## src/rtl/dsc_pkg.sv

```systemverilog
package dsc_pkg;

    localparam int CFG_W     = 16;
    localparam int POS_DWE   = 15;
    localparam int POS_HOLD  = 14;
    localparam int POS_LONG  = 13;
    localparam int OPT_HI    = 12;
    localparam int OPT_LO    = 8;
    localparam int OPT_W     = OPT_HI - OPT_LO + 1;
    localparam int RSV_W     = OPT_LO;

    typedef enum logic [2:0] {
        ST_IDLE,
        ST_PRE,
        ST_ROW,
        ST_COL,
        ST_END
    } dsc_state_e;

    typedef struct packed {
        logic dual_we;
        logic ras_hold;
        logic long_pre;
    } dsc_mode_t;

    typedef struct packed {
        logic       write;
        logic       wide;
        logic [1:0] lanes;
    } dsc_acc_t;

    typedef struct packed {
        logic cash_n;
        logic casl_n;
        logic wrh_n;
        logic wrl_n;
    } dsc_strobe_t;

    localparam dsc_strobe_t STROBE_IDLE = '{cash_n: 1'b1, casl_n: 1'b1, wrh_n: 1'b1, wrl_n: 1'b1};

endpackage

```

## src/rtl/dsc_cfg_reg.sv

```systemverilog
module dsc_cfg_reg
    import dsc_pkg::*;
(
    input  logic             clk,
    input  logic             rst_n,
    input  logic             wr_i,
    input  logic [CFG_W-1:0] wdata_i,
    input  logic             idle_i,
    output dsc_mode_t        mode_o,
    output logic [CFG_W-1:0] rdata_o
);

    dsc_mode_t        mode_q;
    logic [OPT_W-1:0] opt_q;
    logic             pend_q;
    dsc_mode_t        pend_mode_q;
    logic [OPT_W-1:0] pend_opt_q;
    dsc_mode_t        wr_mode;

    always_comb begin
        wr_mode.dual_we  = wdata_i[POS_DWE];
        wr_mode.ras_hold = wdata_i[POS_HOLD];
        wr_mode.long_pre = wdata_i[POS_LONG];
    end

    // Active value changes only at an edge where the sequencer is idle.
    always_ff @(posedge clk or negedge rst_n) begin
        if (!rst_n) begin
            mode_q      <= '0;
            opt_q       <= '0;
            pend_q      <= 1'b0;
            pend_mode_q <= '0;
            pend_opt_q  <= '0;
        end else if (idle_i) begin
            pend_q <= 1'b0;
            if (wr_i) begin
                mode_q <= wr_mode;
                opt_q  <= wdata_i[OPT_HI:OPT_LO];
            end else if (pend_q) begin
                mode_q <= pend_mode_q;
                opt_q  <= pend_opt_q;
            end
        end else if (wr_i) begin
            pend_q      <= 1'b1;
            pend_mode_q <= wr_mode;
            pend_opt_q  <= wdata_i[OPT_HI:OPT_LO];
        end
    end

    assign mode_o  = mode_q;
    assign rdata_o = {mode_q.dual_we, mode_q.ras_hold, mode_q.long_pre, opt_q, {RSV_W{1'b0}}};

    // the active value is frozen while an access runs
    a_r11_cfg_frozen_busy: assert property (@(posedge clk) disable iff (!rst_n)
        !idle_i |=> $stable(rdata_o));

    // a deferred write never survives an idle edge
    a_r11_pending_drained: assert property (@(posedge clk) disable iff (!rst_n)
        idle_i |=> !pend_q);

endmodule

```

## src/rtl/dsc_seq.sv

```systemverilog
module dsc_seq
    import dsc_pkg::*;
#(
    parameter int ADDR_W    = 12,
    parameter int PRE_SHORT = 1,
    parameter int PRE_LONG  = 2
) (
    input  logic              clk,
    input  logic              rst_n,
    input  logic              req_valid_i,
    input  dsc_acc_t          req_acc_i,
    input  logic [ADDR_W-1:0] req_addr_i,
    input  dsc_mode_t         mode_i,
    output dsc_acc_t          acc_o,
    output logic              dual_we_o,
    output logic              col_o,
    output logic [ADDR_W-1:0] addr_o,
    output logic              ras_n_o,
    output logic              done_o,
    output logic              busy_o
);

    localparam int CNT_W = (PRE_LONG > 1) ? $clog2(PRE_LONG) : 1;
    localparam logic [CNT_W-1:0] LAST_SHORT = CNT_W'(PRE_SHORT - 1);
    localparam logic [CNT_W-1:0] LAST_LONG  = CNT_W'(PRE_LONG - 1);

    dsc_state_e        state_q, state_d;
    dsc_acc_t          acc_q;
    logic [ADDR_W-1:0] addr_q;
    logic              dwe_q, hold_q, long_q, held_q;
    logic [CNT_W-1:0]  cnt_q;
    logic              accept, pre_last;

    assign accept   = (state_q == ST_IDLE) && req_valid_i;
    assign pre_last = (cnt_q == (long_q ? LAST_LONG : LAST_SHORT));

    always_comb begin
        state_d = state_q;
        unique case (state_q)
            ST_IDLE: if (req_valid_i) state_d = held_q ? ST_COL : ST_PRE;
            ST_PRE:  if (pre_last)    state_d = ST_ROW;
            ST_ROW:  state_d = ST_COL;
            ST_COL:  state_d = ST_END;
            ST_END:  state_d = ST_IDLE;
            default: state_d = ST_IDLE;
        endcase
    end

    always_ff @(posedge clk or negedge rst_n) begin
        if (!rst_n) begin
            state_q <= ST_IDLE;
            acc_q   <= '0;
            addr_q  <= '0;
            dwe_q   <= 1'b0;
            hold_q  <= 1'b0;
            long_q  <= 1'b0;
            held_q  <= 1'b0;
            cnt_q   <= '0;
        end else begin
            state_q <= state_d;
            if (accept) begin
                acc_q  <= req_acc_i;
                addr_q <= req_addr_i;
                dwe_q  <= mode_i.dual_we;
                hold_q <= mode_i.ras_hold;
                long_q <= mode_i.long_pre;
            end
            if (state_q == ST_PRE) cnt_q <= cnt_q + 1'b1;
            else                   cnt_q <= '0;
            if (state_q == ST_COL)
                held_q <= hold_q;
            else if (state_q == ST_IDLE && !mode_i.ras_hold)
                held_q <= 1'b0;
        end
    end

    always_comb begin
        ras_n_o = 1'b1;
        col_o   = 1'b0;
        done_o  = 1'b0;
        busy_o  = 1'b1;
        unique case (state_q)
            ST_IDLE: begin busy_o = 1'b0; ras_n_o = !held_q; end
            ST_PRE:  ras_n_o = 1'b1;
            ST_ROW:  ras_n_o = 1'b0;
            ST_COL:  begin ras_n_o = 1'b0; col_o = 1'b1; end
            ST_END:  begin ras_n_o = !held_q; done_o = 1'b1; end
            default: ras_n_o = 1'b1;
        endcase
    end

    assign acc_o     = acc_q;
    assign dual_we_o = dwe_q;
    assign addr_o    = addr_q;

    // the row strobe falls only when leaving a precharge state
    a_r10_pre_before_ras: assert property (@(posedge clk) disable iff (!rst_n)
        $fell(ras_n_o) |-> $past(state_q) == ST_PRE);

    // completion is a single-cycle pulse
    a_r7_done_pulse: assert property (@(posedge clk) disable iff (!rst_n)
        done_o |=> !done_o);

    // a held row strobe stays low into idle
    a_r9_held_stays_low: assert property (@(posedge clk) disable iff (!rst_n)
        (done_o && !ras_n_o) |=> !ras_n_o);

    // a released row strobe stays high into idle
    a_r8_released_stays_high: assert property (@(posedge clk) disable iff (!rst_n)
        (done_o && ras_n_o) |=> ras_n_o);

    // no new address is taken while busy
    a_r12_addr_held_busy: assert property (@(posedge clk) disable iff (!rst_n)
        busy_o |=> $stable(addr_o));

endmodule

```

## src/rtl/dsc_strobe_dec.sv

```systemverilog
module dsc_strobe_dec
    import dsc_pkg::*;
(
    input  logic        col_i,
    input  dsc_acc_t    acc_i,
    input  logic        dual_we_i,
    output dsc_strobe_t stb_o
);

    always_comb begin
        stb_o = STROBE_IDLE;
        if (col_i) begin
            unique case ({acc_i.wide, dual_we_i})
                2'b00, 2'b01: begin
                    stb_o.casl_n = 1'b0;
                    stb_o.wrl_n  = !acc_i.write;
                end
                2'b10: begin
                    stb_o.casl_n = !acc_i.lanes[0];
                    stb_o.cash_n = !acc_i.lanes[1];
                    stb_o.wrl_n  = !acc_i.write;
                end
                2'b11: begin
                    stb_o.casl_n = 1'b0;
                    stb_o.wrl_n  = !(acc_i.write && acc_i.lanes[0]);
                    stb_o.wrh_n  = !(acc_i.write && acc_i.lanes[1]);
                end
                default: stb_o = STROBE_IDLE;
            endcase
        end
    end

endmodule

```

## src/rtl/dram_strobe_ctrl.sv

```systemverilog
module dram_strobe_ctrl
    import dsc_pkg::*;
#(
    parameter int ADDR_W    = 12,
    parameter int PRE_SHORT = 1,
    parameter int PRE_LONG  = 2
) (
    input  logic              clk,
    input  logic              rst_n,
    input  logic              cfg_wr,
    input  logic [15:0]       cfg_wdata,
    output logic [15:0]       cfg_rdata,
    input  logic              req_valid,
    input  logic              req_write,
    input  logic              req_wide,
    input  logic [1:0]        req_lanes,
    input  logic [ADDR_W-1:0] req_addr,
    output logic              busy,
    output logic              done,
    output logic [ADDR_W-1:0] mem_addr,
    output logic              ras_n,
    output logic              cash_n,
    output logic              casl_n,
    output logic              wrh_n,
    output logic              wrl_n
);

    dsc_mode_t   mode;
    dsc_acc_t    req_acc, acc;
    dsc_strobe_t stb;
    logic        dual_we, col;

    always_comb begin
        req_acc.write = req_write;
        req_acc.wide  = req_wide;
        req_acc.lanes = req_lanes;
    end

    dsc_cfg_reg i_cfg (
        .clk     (clk),
        .rst_n   (rst_n),
        .wr_i    (cfg_wr),
        .wdata_i (cfg_wdata),
        .idle_i  (!busy),
        .mode_o  (mode),
        .rdata_o (cfg_rdata)
    );

    dsc_seq #(
        .ADDR_W    (ADDR_W),
        .PRE_SHORT (PRE_SHORT),
        .PRE_LONG  (PRE_LONG)
    ) i_seq (
        .clk         (clk),
        .rst_n       (rst_n),
        .req_valid_i (req_valid),
        .req_acc_i   (req_acc),
        .req_addr_i  (req_addr),
        .mode_i      (mode),
        .acc_o       (acc),
        .dual_we_o   (dual_we),
        .col_o       (col),
        .addr_o      (mem_addr),
        .ras_n_o     (ras_n),
        .done_o      (done),
        .busy_o      (busy)
    );

    dsc_strobe_dec i_dec (
        .col_i     (col),
        .acc_i     (acc),
        .dual_we_i (dual_we),
        .stb_o     (stb)
    );

    assign cash_n = stb.cash_n;
    assign casl_n = stb.casl_n;
    assign wrh_n  = stb.wrh_n;
    assign wrl_n  = stb.wrl_n;

    // every column and write strobe is released in the done cycle
    a_r7_release_at_done: assert property (@(posedge clk) disable iff (!rst_n)
        done |-> (cash_n && casl_n && wrh_n && wrl_n));

    // a column strobe is only ever low under a low row strobe
    a_r10_cas_under_ras: assert property (@(posedge clk) disable iff (!rst_n)
        (!cash_n || !casl_n) |-> !ras_n);

    // byte accesses leave the upper-byte strobes quiet
    a_r3_byte_upper_quiet: assert property (@(posedge clk) disable iff (!rst_n)
        (!casl_n && !acc.wide) |-> (cash_n && wrh_n));

    // a column state lasts exactly one cycle
    a_r7_single_col: assert property (@(posedge clk) disable iff (!rst_n)
        (!cash_n || !casl_n) |=> (cash_n && casl_n));

endmodule

```

## config.mk

```make
export PLATFORM = sky130hd
export DESIGN_NAME = dram_strobe_ctrl
export DESIGN_NICKNAME = d
export VERILOG_FILES = /design/src/rtl/dsc_pkg.sv /design/src/rtl/dsc_cfg_reg.sv /design/src/rtl/dsc_seq.sv /design/src/rtl/dsc_strobe_dec.sv /design/src/rtl/dram_strobe_ctrl.sv
export SDC_FILE = /design/constraint.sdc
export NUM_CORES = 1
export LEC_CHECK = 0
export ABC_AREA = 1
export CAP_MARGIN = 25
export CORE_MARGIN = 8
export CORE_UTILIZATION = 47
export DETAILED_ROUTE_END_ITERATION = 10
export PLACE_DENSITY = 0.84
export SLEW_MARGIN = 25
export SYNTH_ARGS = -nofsm -noshare
export SYNTH_HDL_FRONTEND = slang
export SYNTH_SLANG_ARGS = --single-unit
```

## constraint.sdc

```tcl
create_clock -name clk -period 2.6 [get_ports clk]
set_input_delay 0.52 -clock clk [delete_from_list [all_inputs] [get_ports clk]]
set_output_delay 0.52 -clock clk [all_outputs]
set_load 0.02 [all_outputs]
```

==> flow_summary.ini <==
[run_status]
status = complete, no violations

[routing]
drcViolationCount = 0
avgRoutedWirePerCell_um = 12.00
route.antenna.remaining_nets = 0
routed_wl_mm = 3.948
dr.pass1.iters = 4
drt_iter0_drc = 70
drt-vias-per-instance = 4.672
num_vias = 1537

[cts]
clk_pin_slew_ns = 0.07
cts_hold_buf = 0
cts_resized = 0
cts_tree = yes
cts_buffers = 5
root_buffer = clkbuf_8
htreeDepth = 2
cts_sinks = 41
postCtsSetupRepairBufs = 0
cts_buffer_depth = 2
clk_latency_ns = 0.28

[placed_design]
gp_congestion = 0.7555
port_buffers = 54
hpwl_mm = 2.991

[critical_path]
crit_chain = nand2_1 > nor2_1 > o21ai_0 > clkdlybuf4s50_1
crit_slowest_cell = clkdlybuf4s50_1
timing.rr.start = i_seq.state_q[1]
reg2reg_to = i_seq.acc_o[0]
cpPeakStageDelay_ns = 0.56
endpoint_kind = primary output
crit_arrival_ns = 1.86
start_kind = flop
cp.required_ns = 2.08
startpoint = i_seq.state_q[1]
reg2reg_slack_ns = 1.22
crit_fanout = 7
reg2reg_depth = 6
crit_type = flop to primary output

[floorplan]
num_rows = 23
die_area_mm2 = 0.006361
pin_count = 71
initial_core_util = 0.4846
core_area_mm2 = 0.003943
die_height_um = 79.76
die_w_um = 79.76

[final_layout]
area_growth_pct = 31.30
insertedDiodeCount = 0
finalCoreUtilization = 0.6363
layout-drive-gt1-share = 0.06810
final_common_cell = nand2_1
layout_common_cells = 98 x nand2_1, 53 x clkdlybuf4s50_1, 41 x dfrtp_1
final_net_count = 315
fillers = 334

[sta]
worst_pin_slew_ns = 0.8597
period_minus_slack_ns = 2.381
grt_setup_unrepaired = no
fmax_mhz = 419.9
period_share = 0.9159
fin_tns_setup_ns = 0
setup_violations = 0
slew_headroom = 0.4269
clock_skew_ns = 0.003575
drv_slew = 0
hold_viol_final = 0

[job]
cap_violations = 0

[synthesis]
synthCells = 224
ys_warn_count = 0
synth.avg_cell_area_um2 = 8.529
netlist_area_mm2 = 0.001911
synth.yosys.seq_area_share = 0.5370
synth.distinct_cells = 26
ys_ff_latch = 41

[min_path]
hold_path_class = input port to asynchronous set/reset pin

[global_routing]
grt_util_all_layers = 0.1267
antenna_found_initial = 0
grt_max_degree = 42
grt_pass1_vias = 1439
grt_overflow = 0
grt_pass1_wl_mm = 6.479

[power_and_ir_drop]
p_leak_nw = 1.269
power_density_mw_per_mm2 = 1178
vdd_drop_max_mv = 0.5491
[final cells by class]
cell class / count / area, µm² / area share
Clock buffer: 7 / 86.33 / 0.03441
Timing Repair Buffer: 54 / 535.5 / 0.2135
Tap cell: 50 / 62.56 / 0.02494
Sequential cell: 41 / 1026 / 0.4090
Multi-Input combinational cell: 159 / 725.7 / 0.2893
Inverter: 18 / 72.57 / 0.02893
[routing by layer]
layer / global-route usage / vias to the layer above / share of wire
met1: 0.1493 / 714 / 0.42
met2: 0.2095 / 33 / 0.51
met5: 0 / - / 0
met4: 0.04364 / 0 / 0.0099
li1: - / 785 / -
met3: 0.04392 / 5 / 0.063
[synthesized netlist by cell type]
library cell,instances,area share
nor2_1,7,0.014
buf_8,1,0.0079
nor2_8,1,0.010
nand2_4,3,0.018
o211ai_1,1,0.0039
nand3_1,10,0.026
nand2_2,4,0.013
inv_6,1,0.0046
conb_1,1,0.0020
buf_4,8,0.031
dfrtp_1,41,0.54
nor3_1,1,0.0026
nor3b_1,1,0.0039
a22oi_1,1,0.0039
o21ai_0,17,0.045
nor2_4,1,0.0059
a21oi_1,1,0.0026
nand2_8,1,0.010
inv_1,16,0.031
nand3b_1,1,0.0039
nand2_1,98,0.19
clkbuf_1,1,0.0020
nand4_1,1,0.0033
inv_2,1,0.0020
buf_6,3,0.018
o21ai_1,2,0.0052
[worst max-delay path, delay by kind of cell (launching register included)]
family | cells | cell delay [ns]
flops | 1 | 0.49
buf+inv | 1 | 0.56
simple gates | 2 | 0.39
compound gates | 1 | 0.13
[kinds of logic (layout without fill, tap and decap cells)]
kind of cell           count (synthesis)  count (layout)  share of synthesized area
flip-flops                            41              41                     0.5370
AO/OA/AOI/OAI                         22              22                    0.06025
other                                  1               8                   0.001963
AND/OR/NAND/NOR                      129             129                     0.3039
buffers and inverters                 31              79                    0.09692
[report_power, final]
group	total, mW	switching (mW)	internal (mW)	leakage, nW
clock network	0.404	0.194	0.210	0.0443
registers	1.13	0.193	0.941	0.513
logic	1.42	0.826	0.591	0.712
[registers in the layout (all words and copies together) (netlist names), 3 cells and up]
register and count:
i_cfg.mode_o 3, i_cfg.opt_q 5, i_cfg.pend_mode_q 3, i_cfg.pend_opt_q 5, i_seq.acc_o 4, i_seq.addr_o 12, i_seq.state_q 3
[worst max path at each step]
stage                         to  slack, ns  cells past startpoint
after global placement    casl_n       0.53                      4
after global routing      casl_n       0.02                      4
after floorplan            wrl_n       1.04                      3
after detailed placement  casl_n       0.52                      4
final                     casl_n       0.22                      4
after CTS                  wrl_n       0.21                      4
[through the flow]
step                      instances  hold slack, ns  worst slack, ns  total power, mW  cell area (µm²)
after CTS                       329          0.3908           0.2080            2.995             2509
final                           329          0.3445           0.2186            2.955             2509
after floorplan                 231          0.2244            1.040            2.068             1937
after global placement          322          0.4452           0.5332            2.544             2422
after detailed placement        322          0.4543           0.5192            2.586             2422
after global routing            329          0.4298          0.01972            3.190             2509
Note: power is estimated with default switching activity, not from simulation.
